[src/rtl/lock_pkg.sv]
package lock_pkg;
    typedef enum logic [1:0] {
        SLOT_IDLE   = 2'd0,
        SLOT_QUEUED = 2'd1,
        SLOT_HOLD   = 2'd2
    } slot_state_e;
endpackage

[src/rtl/ticket_dispenser.sv]
// Next-ticket counter: hands consecutive values to same-cycle takers in index order.
module ticket_dispenser #(
    parameter int N_AGENTS = 4,
    parameter int TKT_W    = 3
) (
    input  logic                        clk_i,
    input  logic                        rst_ni,
    input  logic [N_AGENTS-1:0]         take_i,
    output logic [N_AGENTS*TKT_W-1:0]   tkt_for_o
);
    logic [TKT_W-1:0] next_q;
    logic [TKT_W-1:0] next_d;

    always_comb begin
        logic [TKT_W-1:0] run;
        run = next_q;
        for (int i = 0; i < N_AGENTS; i++) begin
            tkt_for_o[i*TKT_W +: TKT_W] = run;
            if (take_i[i]) begin
                run = run + 1'b1;
            end
        end
        next_d = run;
    end

    always_ff @(posedge clk_i or negedge rst_ni) begin
        if (!rst_ni) begin
            next_q <= '0;
        end else begin
            next_q <= next_d;
        end
    end
endmodule

[src/rtl/serve_counter.sv]
// Now-serving counter with release qualification and error pulse.
module serve_counter #(
    parameter int TKT_W = 3
) (
    input  logic             clk_i,
    input  logic             rst_ni,
    input  logic             rel_i,
    input  logic             holder_i,
    output logic             rel_ok_o,
    output logic [TKT_W-1:0] serving_o,
    output logic             err_o
);
    logic [TKT_W-1:0] serving_q;
    logic             err_q;

    assign rel_ok_o  = rel_i && holder_i;
    assign serving_o = serving_q;
    assign err_o     = err_q;

    always_ff @(posedge clk_i or negedge rst_ni) begin
        if (!rst_ni) begin
            serving_q <= '0;
            err_q     <= 1'b0;
        end else begin
            err_q <= rel_i && !holder_i;
            if (rel_ok_o) begin
                serving_q <= serving_q + 1'b1;
            end
        end
    end
endmodule

[src/rtl/ticket_slot.sv]
// Per-agent state machine: SLOT_IDLE -> SLOT_QUEUED -> SLOT_HOLD -> SLOT_IDLE.
module ticket_slot
    import lock_pkg::*;
#(
    parameter int TKT_W = 3
) (
    input  logic             clk_i,
    input  logic             rst_ni,
    input  logic             acq_i,
    input  logic [TKT_W-1:0] tkt_in_i,
    input  logic [TKT_W-1:0] serving_i,
    input  logic             rel_ok_i,
    output logic             idle_o,
    output logic             hold_o,
    output logic             vld_o,
    output logic [TKT_W-1:0] tkt_o,
    output logic [TKT_W-1:0] dist_o
);
    slot_state_e      st_q;
    slot_state_e      st_d;
    logic [TKT_W-1:0] tkt_q;

    // State register
    always_ff @(posedge clk_i or negedge rst_ni) begin
        if (!rst_ni) begin
            st_q <= SLOT_IDLE;
        end else begin
            st_q <= st_d;
        end
    end

    // Ticket capture on the take transition
    always_ff @(posedge clk_i or negedge rst_ni) begin
        if (!rst_ni) begin
            tkt_q <= '0;
        end else if (st_q == SLOT_IDLE && acq_i) begin
            tkt_q <= tkt_in_i;
        end
    end

    // Transitions: take, serve, drop
    always_comb begin
        st_d = st_q;
        unique case (st_q)
            SLOT_IDLE:   if (acq_i)               st_d = SLOT_QUEUED;
            SLOT_QUEUED: if (tkt_q == serving_i)  st_d = SLOT_HOLD;
            SLOT_HOLD:   if (rel_ok_i)            st_d = SLOT_IDLE;
            default:                              st_d = SLOT_IDLE;
        endcase
    end

    // Outputs
    always_comb begin
        idle_o = (st_q == SLOT_IDLE);
        hold_o = (st_q == SLOT_HOLD);
        vld_o  = !idle_o;
        tkt_o  = idle_o ? '0 : tkt_q;
        dist_o = idle_o ? '0 : (tkt_q - serving_i);
    end
endmodule

[src/rtl/ticket_lock_arbiter.sv]
// Ticket lock: FIFO admission through a next-ticket and a now-serving counter.
// N_AGENTS must not exceed 2**TKT_W.
module ticket_lock_arbiter #(
    parameter int N_AGENTS = 4,
    parameter int TKT_W    = 3
) (
    input  logic                      clk_i,
    input  logic                      rst_ni,
    input  logic [N_AGENTS-1:0]       acq_i,
    input  logic                      rel_i,
    output logic [N_AGENTS-1:0]       tkt_vld_o,
    output logic [N_AGENTS*TKT_W-1:0] tkt_o,
    output logic [N_AGENTS-1:0]       grant_o,
    output logic [N_AGENTS*TKT_W-1:0] dist_o,
    output logic                      err_o
);
    localparam int VEC_W = N_AGENTS * TKT_W;

    logic [N_AGENTS-1:0] idle;
    logic [N_AGENTS-1:0] hold;
    logic [N_AGENTS-1:0] take;
    logic [VEC_W-1:0]    tkt_for;
    logic [TKT_W-1:0]    serving;
    logic                rel_ok;

    assign take    = acq_i & idle;
    assign grant_o = hold;

    ticket_dispenser #(.N_AGENTS(N_AGENTS), .TKT_W(TKT_W)) disp_i (
        .clk_i     (clk_i),
        .rst_ni    (rst_ni),
        .take_i    (take),
        .tkt_for_o (tkt_for)
    );

    serve_counter #(.TKT_W(TKT_W)) serve_i (
        .clk_i     (clk_i),
        .rst_ni    (rst_ni),
        .rel_i     (rel_i),
        .holder_i  (|hold),
        .rel_ok_o  (rel_ok),
        .serving_o (serving),
        .err_o     (err_o)
    );

    for (genvar g = 0; g < N_AGENTS; g++) begin : g_slot
        ticket_slot #(.TKT_W(TKT_W)) slot_i (
            .clk_i     (clk_i),
            .rst_ni    (rst_ni),
            .acq_i     (acq_i[g]),
            .tkt_in_i  (tkt_for[g*TKT_W +: TKT_W]),
            .serving_i (serving),
            .rel_ok_i  (rel_ok),
            .idle_o    (idle[g]),
            .hold_o    (hold[g]),
            .vld_o     (tkt_vld_o[g]),
            .tkt_o     (tkt_o[g*TKT_W +: TKT_W]),
            .dist_o    (dist_o[g*TKT_W +: TKT_W])
        );
    end
endmodule

[config.mk]
export PLATFORM = sky130hd
export DESIGN_NAME = ticket_lock_arbiter
export DESIGN_NICKNAME = d
export VERILOG_FILES = /design/src/rtl/lock_pkg.sv /design/src/rtl/ticket_dispenser.sv /design/src/rtl/serve_counter.sv /design/src/rtl/ticket_slot.sv /design/src/rtl/ticket_lock_arbiter.sv
export SDC_FILE = /design/constraint.sdc
export NUM_CORES = 1
export LEC_CHECK = 0
export ABC_AREA = 0
export CORE_UTILIZATION = 40
export DETAILED_ROUTE_END_ITERATION = 7
export PLACE_DENSITY = 0.61
export SLEW_MARGIN = 20
export SYNTH_ARGS = -nofsm -noshare
export SYNTH_HDL_FRONTEND = slang
export SYNTH_HIERARCHICAL = 1
export SYNTH_SLANG_ARGS = --single-unit
[constraint.sdc]
create_clock -name clk_i -period 6.1 [get_ports clk_i]
set_input_delay 1.22 -clock clk_i [delete_from_list [all_inputs] [get_ports clk_i]]
set_output_delay 1.22 -clock clk_i [all_outputs]
set_load 0.01 [all_outputs]
======== Yosys cells after proc, flatten, opt, wreduce, memory -nomap -nowiden ========
Index checks and enable logic that the tools add are counted.
cells by class
  $add $sub $neg .......................... 9
  multiplexer cells ....................... 25
  bitwise operators ....................... 1
  reductions and logical operators ........ 20
  equal/unequal tests ..................... 24
operators by type and width
  operator                                                               number
  3-bit 2-to-1 mux                                                       12
  2-bit one-hot mux with 3 select lines                                  4
  2-bit 2-to-1 mux                                                       9
  3-bit by 1-bit adder with 3-bit output, second input constant          5
  2-bit != test, second input constant                                   7
  3-bit equality test                                                    4
  3-bit AND reduction                                                    4
  3-bit subtractor                                                       4
  2-bit by 1-bit != test with 1-bit output, second input constant        5
  2-bit by 1-bit equality test with 1-bit output, second input constant  4
  2-bit equality test, second input constant                             4
  2-bit logical NOT                                                      4
  1-bit logical AND                                                      6
  1-bit logical NOT                                                      5
  4-bit AND                                                              1
  4-bit OR reduction                                                     1
storage, ports and cells
  logic and storage cells ................. 90
  register bits ........................... 27
  output and inout bits ................... 33

======== Longest topological paths before layout ========
Gate-level depths: netlist of run 1.
  depth in word-level cells ............... 9
  mapped depth ............................ 10
  mapped depth without buffers ............ 10

======== Cells and area by module ========
The synthesis of run 1 kept the hierarchy.
by module, submodules not included
  module               instances  area each (µm²)  cells each
  ticket_slot          4          346.6            32
  ticket_dispenser     1          292.8            24
  serve_counter        1          168.9            12
  ticket_lock_arbiter  1          32.5             5

======== Least setup slack after synthesis of run 1 ========
No wires, ideal clock.
  kind .................................... input to register
  start ................................... in acq_i[0]
  end ..................................... reg disp_i.next_q[1]
  required time ........................... 5.975 ns
  stages .................................. 8
  arrival ................................. 3.268 ns
  path slack .............................. 2.708 ns
  cell sequence ........................... and2_1 -> mux2_4 -> ha_1 -> mux2_4 -> ha_1 -> mux2_4 -> ha_1 -> mux2_2
between the ends
  word-level cells in the longest chain between the ends .. 8
RTL lines
  item                                    line                       source
  start: declaration                      ticket_lock_arbiter.sv:9   input logic [N_AGENTS-1:0] acq_i,
  4-bit AND *                             ticket_lock_arbiter.sv:26  assign take = acq_i & idle;
  3-bit 2-to-1 mux *                      ticket_dispenser.sv:19     if (take_i[i]) begin
  named net tkt_for[4]                    ticket_lock_arbiter.sv:22  logic [VEC_W-1:0] tkt_for;
  3-bit by 1-bit adder with 3-bit output  ticket_dispenser.sv:20     run = run + 1'b1;
  3-bit 2-to-1 mux *                      ticket_dispenser.sv:19
  named net tkt_for[7]                    ticket_lock_arbiter.sv:22
  3-bit by 1-bit adder with 3-bit output  ticket_dispenser.sv:20
  3-bit 2-to-1 mux *                      ticket_dispenser.sv:19
  named net tkt_for[10]                   ticket_lock_arbiter.sv:22
  3-bit by 1-bit adder with 3-bit output  ticket_dispenser.sv:20
  3-bit 2-to-1 mux *                      ticket_dispenser.sv:19
  named net disp_i.next_d[1]              ticket_dispenser.sv:12     logic [TKT_W-1:0] next_d;
  end signal: assignment                  ticket_dispenser.sv:30     next_q <= next_d;
  end: declaration                        ticket_dispenser.sv:11     logic [TKT_W-1:0] next_q;
Mark *: on every way through the listed nets, which the timed path passes. The rest lies on a longest branch.
A chain may end at the register's enable or synchronous reset.

======== Final worst setup path of run 1 ========
  start ................................... in acq_i[0]
  end ..................................... reg disp_i.next_q[1]
between the ends
  word-level cells in the longest chain between the ends .. 8
RTL lines
  item                                    line                       source
  4-bit AND *                             ticket_lock_arbiter.sv:26
  named net take[0]                       ticket_lock_arbiter.sv:21  logic [N_AGENTS-1:0] take;
  3-bit 2-to-1 mux *                      ticket_dispenser.sv:19
  named net tkt_for[4]                    ticket_lock_arbiter.sv:22
  3-bit by 1-bit adder with 3-bit output  ticket_dispenser.sv:20
  3-bit 2-to-1 mux *                      ticket_dispenser.sv:19
  named net tkt_for[7]                    ticket_lock_arbiter.sv:22
  3-bit by 1-bit adder with 3-bit output  ticket_dispenser.sv:20
  3-bit 2-to-1 mux *                      ticket_dispenser.sv:19
  named net tkt_for[10]                   ticket_lock_arbiter.sv:22
  3-bit by 1-bit adder with 3-bit output  ticket_dispenser.sv:20
  3-bit 2-to-1 mux *                      ticket_dispenser.sv:19
  named net disp_i.next_d[1]              ticket_dispenser.sv:12
Marked as above.

==> results of run 1 <==
==> power groups by stage <==
stage | registers (uW) | clock network (uW) | logic [uW]
after floorplan | 347 | 0 | 688
after global placement | 380 | 0 | 1090
after detailed placement | 384 | 0 | 1120
after CTS | 380 | 106 | 1120
after global routing | 394 | 111 | 1220
final | 378 | 102 | 1110
==> layout make-up <==
type,count,area (sq um)
multi-input cells,120,1120
clock buffers,4,45.0
fillers,409,2060
repair buffers,40,398
inverters,22,82.6
well taps,52,65.1
flip-flops and latches,27,676
==> cells by family (layout without fill, tap and decap cells) <==
group | after synthesis | count (layout) | synth area share
compound gates | 20 | 20 | 0.0798
mux | 21 | 21 | 0.131
buf+inv | 22 | 66 | 0.0439
fa+ha+maj | 17 | 17 | 0.129
simple gates | 48 | 48 | 0.180
flops | 27 | 27 | 0.359
xor+xnor | 14 | 14 | 0.0772
==> per-stage QoR <==
stage / instances / worst slack [ps] / cell area (sq um)
2_1_floorplan: 169 / 2710 / 1880
3_3_place_gp: 261 / 2130 / 2340
3_5_place_dp: 261 / 2050 / 2340
4_1_cts: 265 / 2350 / 2390
5_1_grt: 265 / 2290 / 2390
6_report: 265 / 2360 / 2390
==> layer usage <==
| metal | up-vias | global-route usage | wire (microns) |
|---|---|---|---|
| met3 | 5 | 0.0385 | 188 |
| li1 | 663 | - | - |
| met4 | 0 | 0.0400 | 28 |
| met5 | - | 0 | 0 |
| met1 | 628 | 0.226 | 1840 |
| met2 | 27 | 0.274 | 1790 |
==> sequential cells by signal (all words and copies together) (netlist names) <==
name	flops
g_slot.slot_i/st_q	8
serve_i/err_o	1
serve_i/serving_o	3
g_slot.slot_i/tkt_q	12
disp_i/next_q	3
==> layout by cell type, fill, tap and decap left out <==
cell type and count:
nor3b_2 4, xnor2_1 10, a41oi_1 4, xor2_1 2, o21bai_1 8, nand2_1 4, clkbuf_1 1, xor3_1 1
ha_1 13, nand2_2 1, mux2_4 4, and4b_2 4, clkdlybuf4s50_1 39, and2_1 4, nor2b_1 4, nand3_1 1
fa_1 4, xnor2_2 1, clkbuf_8 3, o21ai_0 4, nor2_1 12, inv_1 22, and2b_2 13, mux2i_1 4
a22o_1 4, mux2_2 13, buf_4 1, dfrtp_1 27, or4_1 1
==> how the worst max path moves through the flow <==
stage | start | to | depth (start not counted)
final | acq_i[0] | disp_i/next_q[1]$_DFF_PN0_ | 9
after global routing | acq_i[0] | disp_i/next_q[1]$_DFF_PN0_ | 9
after floorplan | acq_i[0] | disp_i/next_q[1]$_DFF_PN0_ | 8
after CTS | acq_i[0] | disp_i/next_q[1]$_DFF_PN0_ | 9
after global placement | acq_i[0] | disp_i/next_q[1]$_DFF_PN0_ | 9
after detailed placement | acq_i[0] | disp_i/next_q[1]$_DFF_PN0_ | 9
==> summary.txt, run 1 <==
Power and ir drop
  – Comb pwr share: 0.698
  – Internal cell power: 957 uW
  – Switching power: 632 uW
  – P per Cell Area: about 670 mW/mm^2
  – Part of the power in registers: 0.238
  – Clock network power share: 0.064
  – VDD IR-drop max: 0.000350 V
  – Sw Ratio: 0.398
  – Pleak: 0.00107 uW
  – Overall power: 1590 uW

Detailed routing
  – Total detailed-routing wirelength: 3.85 mm
  – DR WL/cell: 14.5 microns
  – Drt initial violations: 35
  – DRC Markers: 2
  – 1st-pass router iterations: 6
  – Via Count: 1323
  – DR vias/cell: 4.99
  – Final ANT Viol Nets: 0

Floorplanning
  – I/O Pins: 40
  – Core ar.: ~0.0044 sq mm
  – Initial Util: 0.423
  – Die area: 0.00498 sq mm
  – Die Y: 70.6 microns
  – FP Rows: 24
  – Die X: 70.6 microns

Logic synthesis
  – Sequential area share after synthesis: 0.359
  – Number of synthesized register bits: 27
  – Ys async rst share: 1.00
  – Post-Syn Nets: 193
  – Area fraction of the dominant cell type after synthesis: 0.359
  – Top FF cell, synth: dfrtp_1
  – Syn Inst Count: ~170
  – Syn avg cell area: 11.1 sq um
  – Synth cell count leaders: dfrtp_1 (27), inv_1 (22), and2b_2 (13), ha_1 (13), mux2_2 (13)
  – Synth area leaders: dfrtp_1 (36%), ha_1 (8.6%), mux2_2 (7.8%)
  – Mapped cell area: between 0.0015 and 0.002 sq mm
  – Most instantiated library cell after synthesis: dfrtp_1
  – Netlist cell types: 25
  – Cell accounting for the most synthesized area: dfrtp_1
  – Number of synthesized flops with an enable pin: 0
  – Syn. warnings: 6

Worst setup path
  – Critical Path AT: 3900 ps
  – Startpoint types: primary input
  – Worst Path Buf+Inv: 1
  – Largest delay share family, worst path: multiplexers
  – R2R Path End: disp_i/next_q[1]$_DFF_PN0_
  – Worst Path Class, Setup: in -> reg
  – Crit-path cells: clkdlybuf4s50_1 -> and2_1 -> mux2_4 -> ha_1 -> mux2_4 -> ha_1 -> mux2_4 -> ha_1 -> mux2_2
  – Crit path largest cell delay: about 490 ps
  – Reg2Reg Depth: 9
  – Worst-path maximum fanout: 3
  – Critical Path Slowest Stage Cell: clkdlybuf4s50_1
  – Flop2flop setup slack: 2960 ps
  – Required @ worst endpoint: about 6300 ps
  – R2r startpoint: g_slot[0].slot_i/st_q[0]$_DFFE_PN0P_
  – CP endpoint kind: register

Global routing
  – Vias in the first global route: ~1300
  – Largest net degree at the start of global routing: 28
  – Grt total ovfl: 0
  – Initial antenna violation count: 0
  – First-pass GRT wire length: 6.35 mm
  – Overall Global Routing Usage: 0.167

STA
  – Final min period: 3740 ps
  – Fmax: 267 MHz
  – Worst hold slack: 518 ps
  – Slew Limit Fails: 0
  – Setup violators final: 0
  – RSZ-0062 raised after global routing: no
  – Final Cycle Share: 0.614
  – Slew HR: 0.757
  – Final setup TNS: 0 ps
  – Worst-margin pin slew: 363 ps
  – Final hold vios: 0
  – Worst Skew: 4.87 ps

Status
  – Failing checks: design-rule violations
  – Status: complete, but fails checks

CTS
  – TritonCTS Buffers: 3
  – H-tree depth: 1
  – Clock transition at path regs: approximately 90 ps
  – Post-CTS Setup Bufs: 0
  – # hold bufs at CTS: 0
  – PostCTS Resize Cnt: 0
  – Worst skew pair latency: approximately 270 ps
  – Clk sinks: 27
  – Max clock buf depth: 2
  – Root buf cell: clkbuf_8
  – CTS tree: yes

Placed design
  – Port Buffers: 39
  – Routability Congestion: ~0.78
  – HPWL after DPL: 3.08 mm

Min path
  – WHS Endpoint: g_slot[0].slot_i/tkt_q[0]$_DFFE_PN0P_
  – Worst hold path class: reg -> reg
  – Worst hold start: g_slot[0].slot_i/tkt_q[0]$_DFFE_PN0P_
  – WHS Path Cells: 1

Final layout
  – Nets: 238
  – Layout cells sized above 1: 0.207
  – Fin util: 0.537
  – Ant diodes: 0
  – Layout area overhead: 27.0%

Run
  – Max Cap Viol: 0
(Power assumes the default switching activity.)
==> run 2, diff against run 1 <==
==> constraint.sdc (replaced) <==
create_clock -name clk_i -period 3.48 [get_ports clk_i]
set_input_delay 0.696 -clock clk_i [delete_from_list [all_inputs] [get_ports clk_i]]
set_output_delay 0.696 -clock clk_i [all_outputs]
set_load 0.01 [all_outputs]
==> run 2 against run 1 <==
The run still ends with design-rule violations left. Worst setup slack worse by 2100 ps. Critical path depth stayed put. Clock skew is 3.3 ps lower. Sequential power increased by 76%. Total power up 76%. Utilization is 0.17 points higher. Sequential cell count unchanged. Critical endpoint unchanged. Register-to-register slack lost 2400 ps. Combinational power grew 77%.
==> summary.txt, run 2 (synthesis gave the netlist of run 1 again) <==
STA
  – Slew Limit Fails: 0 (unchanged)
  – Final Cycle Share: 0.917
  – Slew HR: 0.724 (-0.0324)
  – Worst hold slack: 515 ps (-3.18 ps)
  – Worst-margin pin slew: 411 ps (+48.2 ps)
  – Worst Skew: 1.61 ps (-3.27 ps)
  – Setup violators final: 0 (unchanged)
  – RSZ-0062 raised after global routing: no
  – Final min period: 3190 ps
  – Final hold vios: 0 (unchanged)
  – Fmax: 313 MHz

Power and ir drop
  – P per Cell Area: 1170 mW/mm^2 (+76%)
  – Clock network power share: 0.064 (about the same)
  – Pleak: 0.00107 uW (+0.47%)
  – VDD IR-drop max: 0.000653 V (+86%)
  – Part of the power in registers: 0.238 (about the same)
  – Sw Ratio: 0.399 (+0.00122)
  – Comb pwr share: 0.698 (about the same)
  – Switching power: 1120 uW (+77%)
  – Overall power: 2800 uW (+76%)
  – Internal cell power: 1680 uW (+76%)

Global routing
  – Vias in the first global route: 1366 (+6.1%)
  – Grt total ovfl: 0 (unchanged)
  – Overall Global Routing Usage: 0.172 (+0.00540)
  – First-pass GRT wire length: 6.72 mm (+5.9%)
  – Initial antenna violation count: 0 (unchanged)
  – Largest net degree at the start of global routing: 28 (unchanged)

Worst setup path
  – Critical Path AT: 3360 ps (-540 ps)
  – Startpoint types: primary input
  – Crit-path cells: clkdlybuf4s50_1 -> and2_1 -> xor2_1 -> ha_1 -> mux2_4 -> ha_1 -> mux2_4 -> ha_1 -> mux2_2
  – Cell mode on critical path: ha_1
  – CP endpoint kind: register
  – Critical Path Slowest Stage Cell: clkdlybuf4s50_1
  – Flop2flop setup slack: 590 ps (-2370 ps)
  – R2r startpoint: g_slot[0].slot_i/st_q[0]$_DFFE_PN0P_
  – Crit path largest cell delay: 500 ps (about the same)
  – R2R Path End: disp_i/next_q[1]$_DFF_PN0_
  – Required @ worst endpoint: 3650 ps (-2610 ps)
  – Worst-path maximum fanout: 3 (unchanged)
  – Worst Path Class, Setup: in -> reg
  – Reg2Reg Depth: 9 (unchanged)

Detailed routing
  – DR WL/cell: 14.9 microns (+2.4%)
  – Via Count: 1326 (+0.23%)
  – DR vias/cell: 4.98 (-0.15%)
  – Total detailed-routing wirelength: 3.95 mm (+2.8%)
  – Final ANT Viol Nets: 0 (unchanged)
  – Drt initial violations: 26 (-26%)
  – 1st-pass router iterations: 6 (unchanged)
  – DRC Markers: 2 (unchanged)

Final layout
  – Largest register FFs: 12 (unchanged)
  – Reg with most FFs: g_slot.slot_i/tkt_q
  – Layout cells sized above 1: 0.210 (+0.00371)
  – Layout area overhead: 27.4%
  – Multi-input gate area: 0.00112 sq mm (unchanged)
  – Storage element area: 676 sq um (unchanged)
  – Most common cell after layout, fill and taps aside: clkdlybuf4s50_1
  – Ant diodes: 0 (unchanged)
  – Post-route design area: 0.00240 sq mm (+0.31%)
  – Fin util: 0.539 (+0.00169)
  – Number of fill cells: 415 (+1.5%)
  – Final Non-Filler Cells: 266 (+0.38%)
  – Nets: 239 (+0.42%)
  – Most frequent cells in the layout: clkdlybuf4s50_1 (39), dfrtp_1 (27), inv_1 (22)
  – Largest registers: g_slot.slot_i/tkt_q (12), g_slot.slot_i/st_q (8)

Run
  – Max Cap Viol: 0 (unchanged)

CTS
  – H-tree depth: 1 (unchanged)
  – TritonCTS Buffers: 3 (unchanged)
  – Root buf cell: clkbuf_8
  – Worst skew pair latency: 270 ps (about the same)
  – Max clock buf depth: 2 (unchanged)
  – Clk sinks: 27 (unchanged)
  – Post-CTS Setup Bufs: 0 (unchanged)
  – Clock transition at path regs: 90 ps (about the same)
  – PostCTS Resize Cnt: 0 (unchanged)
  – # hold bufs at CTS: 0 (unchanged)
  – CTS tree: yes

Min path
  – Worst hold path class: reg -> reg
  – WHS Endpoint: g_slot[0].slot_i/tkt_q[0]$_DFFE_PN0P_
  – WHS Path Cells: 1 (unchanged)
  – Worst hold start: g_slot[0].slot_i/tkt_q[0]$_DFFE_PN0P_

Status
  – Status: complete, but fails checks
  – Failing checks: design-rule violations

Placed design
  – HPWL after DPL: 3.13 mm (+1.6%)
  – Routability Congestion: 0.787 (+0.86%)
  – Placed cells: 262 (+0.38%)
  – Area after DPL: 0.00235 sq mm (+0.32%)
  – Port Buffers: 39 (unchanged)

Floorplanning
  – Die area: 0.00498 sq mm (unchanged)
  – Core ar.: 0.00444 sq mm (unchanged)
  – Die Y: 70.6 microns (unchanged)
  – I/O Pins: 40 (unchanged)
  – Initial Util: 0.423 (unchanged)
  – Die X: 70.6 microns (unchanged)
  – FP Rows: 24 (unchanged)
==> run 2: cell types whose count changed in the layout (fill, tap and decap cells not counted) <==
cell / delta
buf_4: +1
==> run 2: stage by stage <==
step           setup TNS, ps  worst slack (ps)
2_1_floorplan              0               589
3_3_place_gp               0              31.5
3_5_place_dp           -10.6             -10.6
4_1_cts                    0               281
5_1_grt                    0               176
6_report                   0               290
==> run 2: final cells by class <==
cell class	instances	share of cell area
Timing Repair Buffer	41	0.169
Tap cell	52	0.0272
Multi-Input combinational cell	120	0.468
Sequential cell	27	0.282
Inverter	22	0.0345
Clock buffer	4	0.0188
==> run 2: worst max-delay path, delay by kind of cell <==
| kind | cells | cell delay, ps |
|---|---|---|
| buf+inv | 1 | 500 |
| xor+xnor | 1 | 320 |
| mux | 3 | 800 |
| fa+ha+maj | 3 | 820 |
| simple gates | 1 | 220 |
==> run 2: power by group through the flow <==
stage	sequential, uW	clock, uW	combinational (uW)
floorplan	608	0	1210
global placement	667	0	1910
detailed placement	677	0	1960
CTS	670	187	1980
global route	694	198	2170
finish	665	180	1960
==> run 2: worst max path at each step <==
stage	startpoint	endpoint	slack, ps	cells after the start
global route	acq_i[0]	disp_i/next_q[1]$_DFF_PN0_	180	9
detailed placement	acq_i[0]	disp_i/next_q[1]$_DFF_PN0_	-10	9
floorplan	g_slot[0].slot_i/st_q[0]$_DFFE_PN0P_	disp_i/next_q[1]$_DFF_PN0_	590	9
CTS	acq_i[0]	disp_i/next_q[1]$_DFF_PN0_	280	9
finish	acq_i[0]	disp_i/next_q[1]$_DFF_PN0_	290	9
global placement	acq_i[0]	disp_i/next_q[1]$_DFF_PN0_	30	9
==> run 2: per-layer routing <==
| metal | wire, microns | up-vias | GRT usage |
|---|---|---|---|
| met3 | 181 | 4 | 0.0413 |
| met5 | 0 | - | 0 |
| li1 | - | 662 | - |
| met2 | 1900 | 30 | 0.298 |
| met1 | 1850 | 630 | 0.225 |
| met4 | 19 | 0 | 0.0289 |
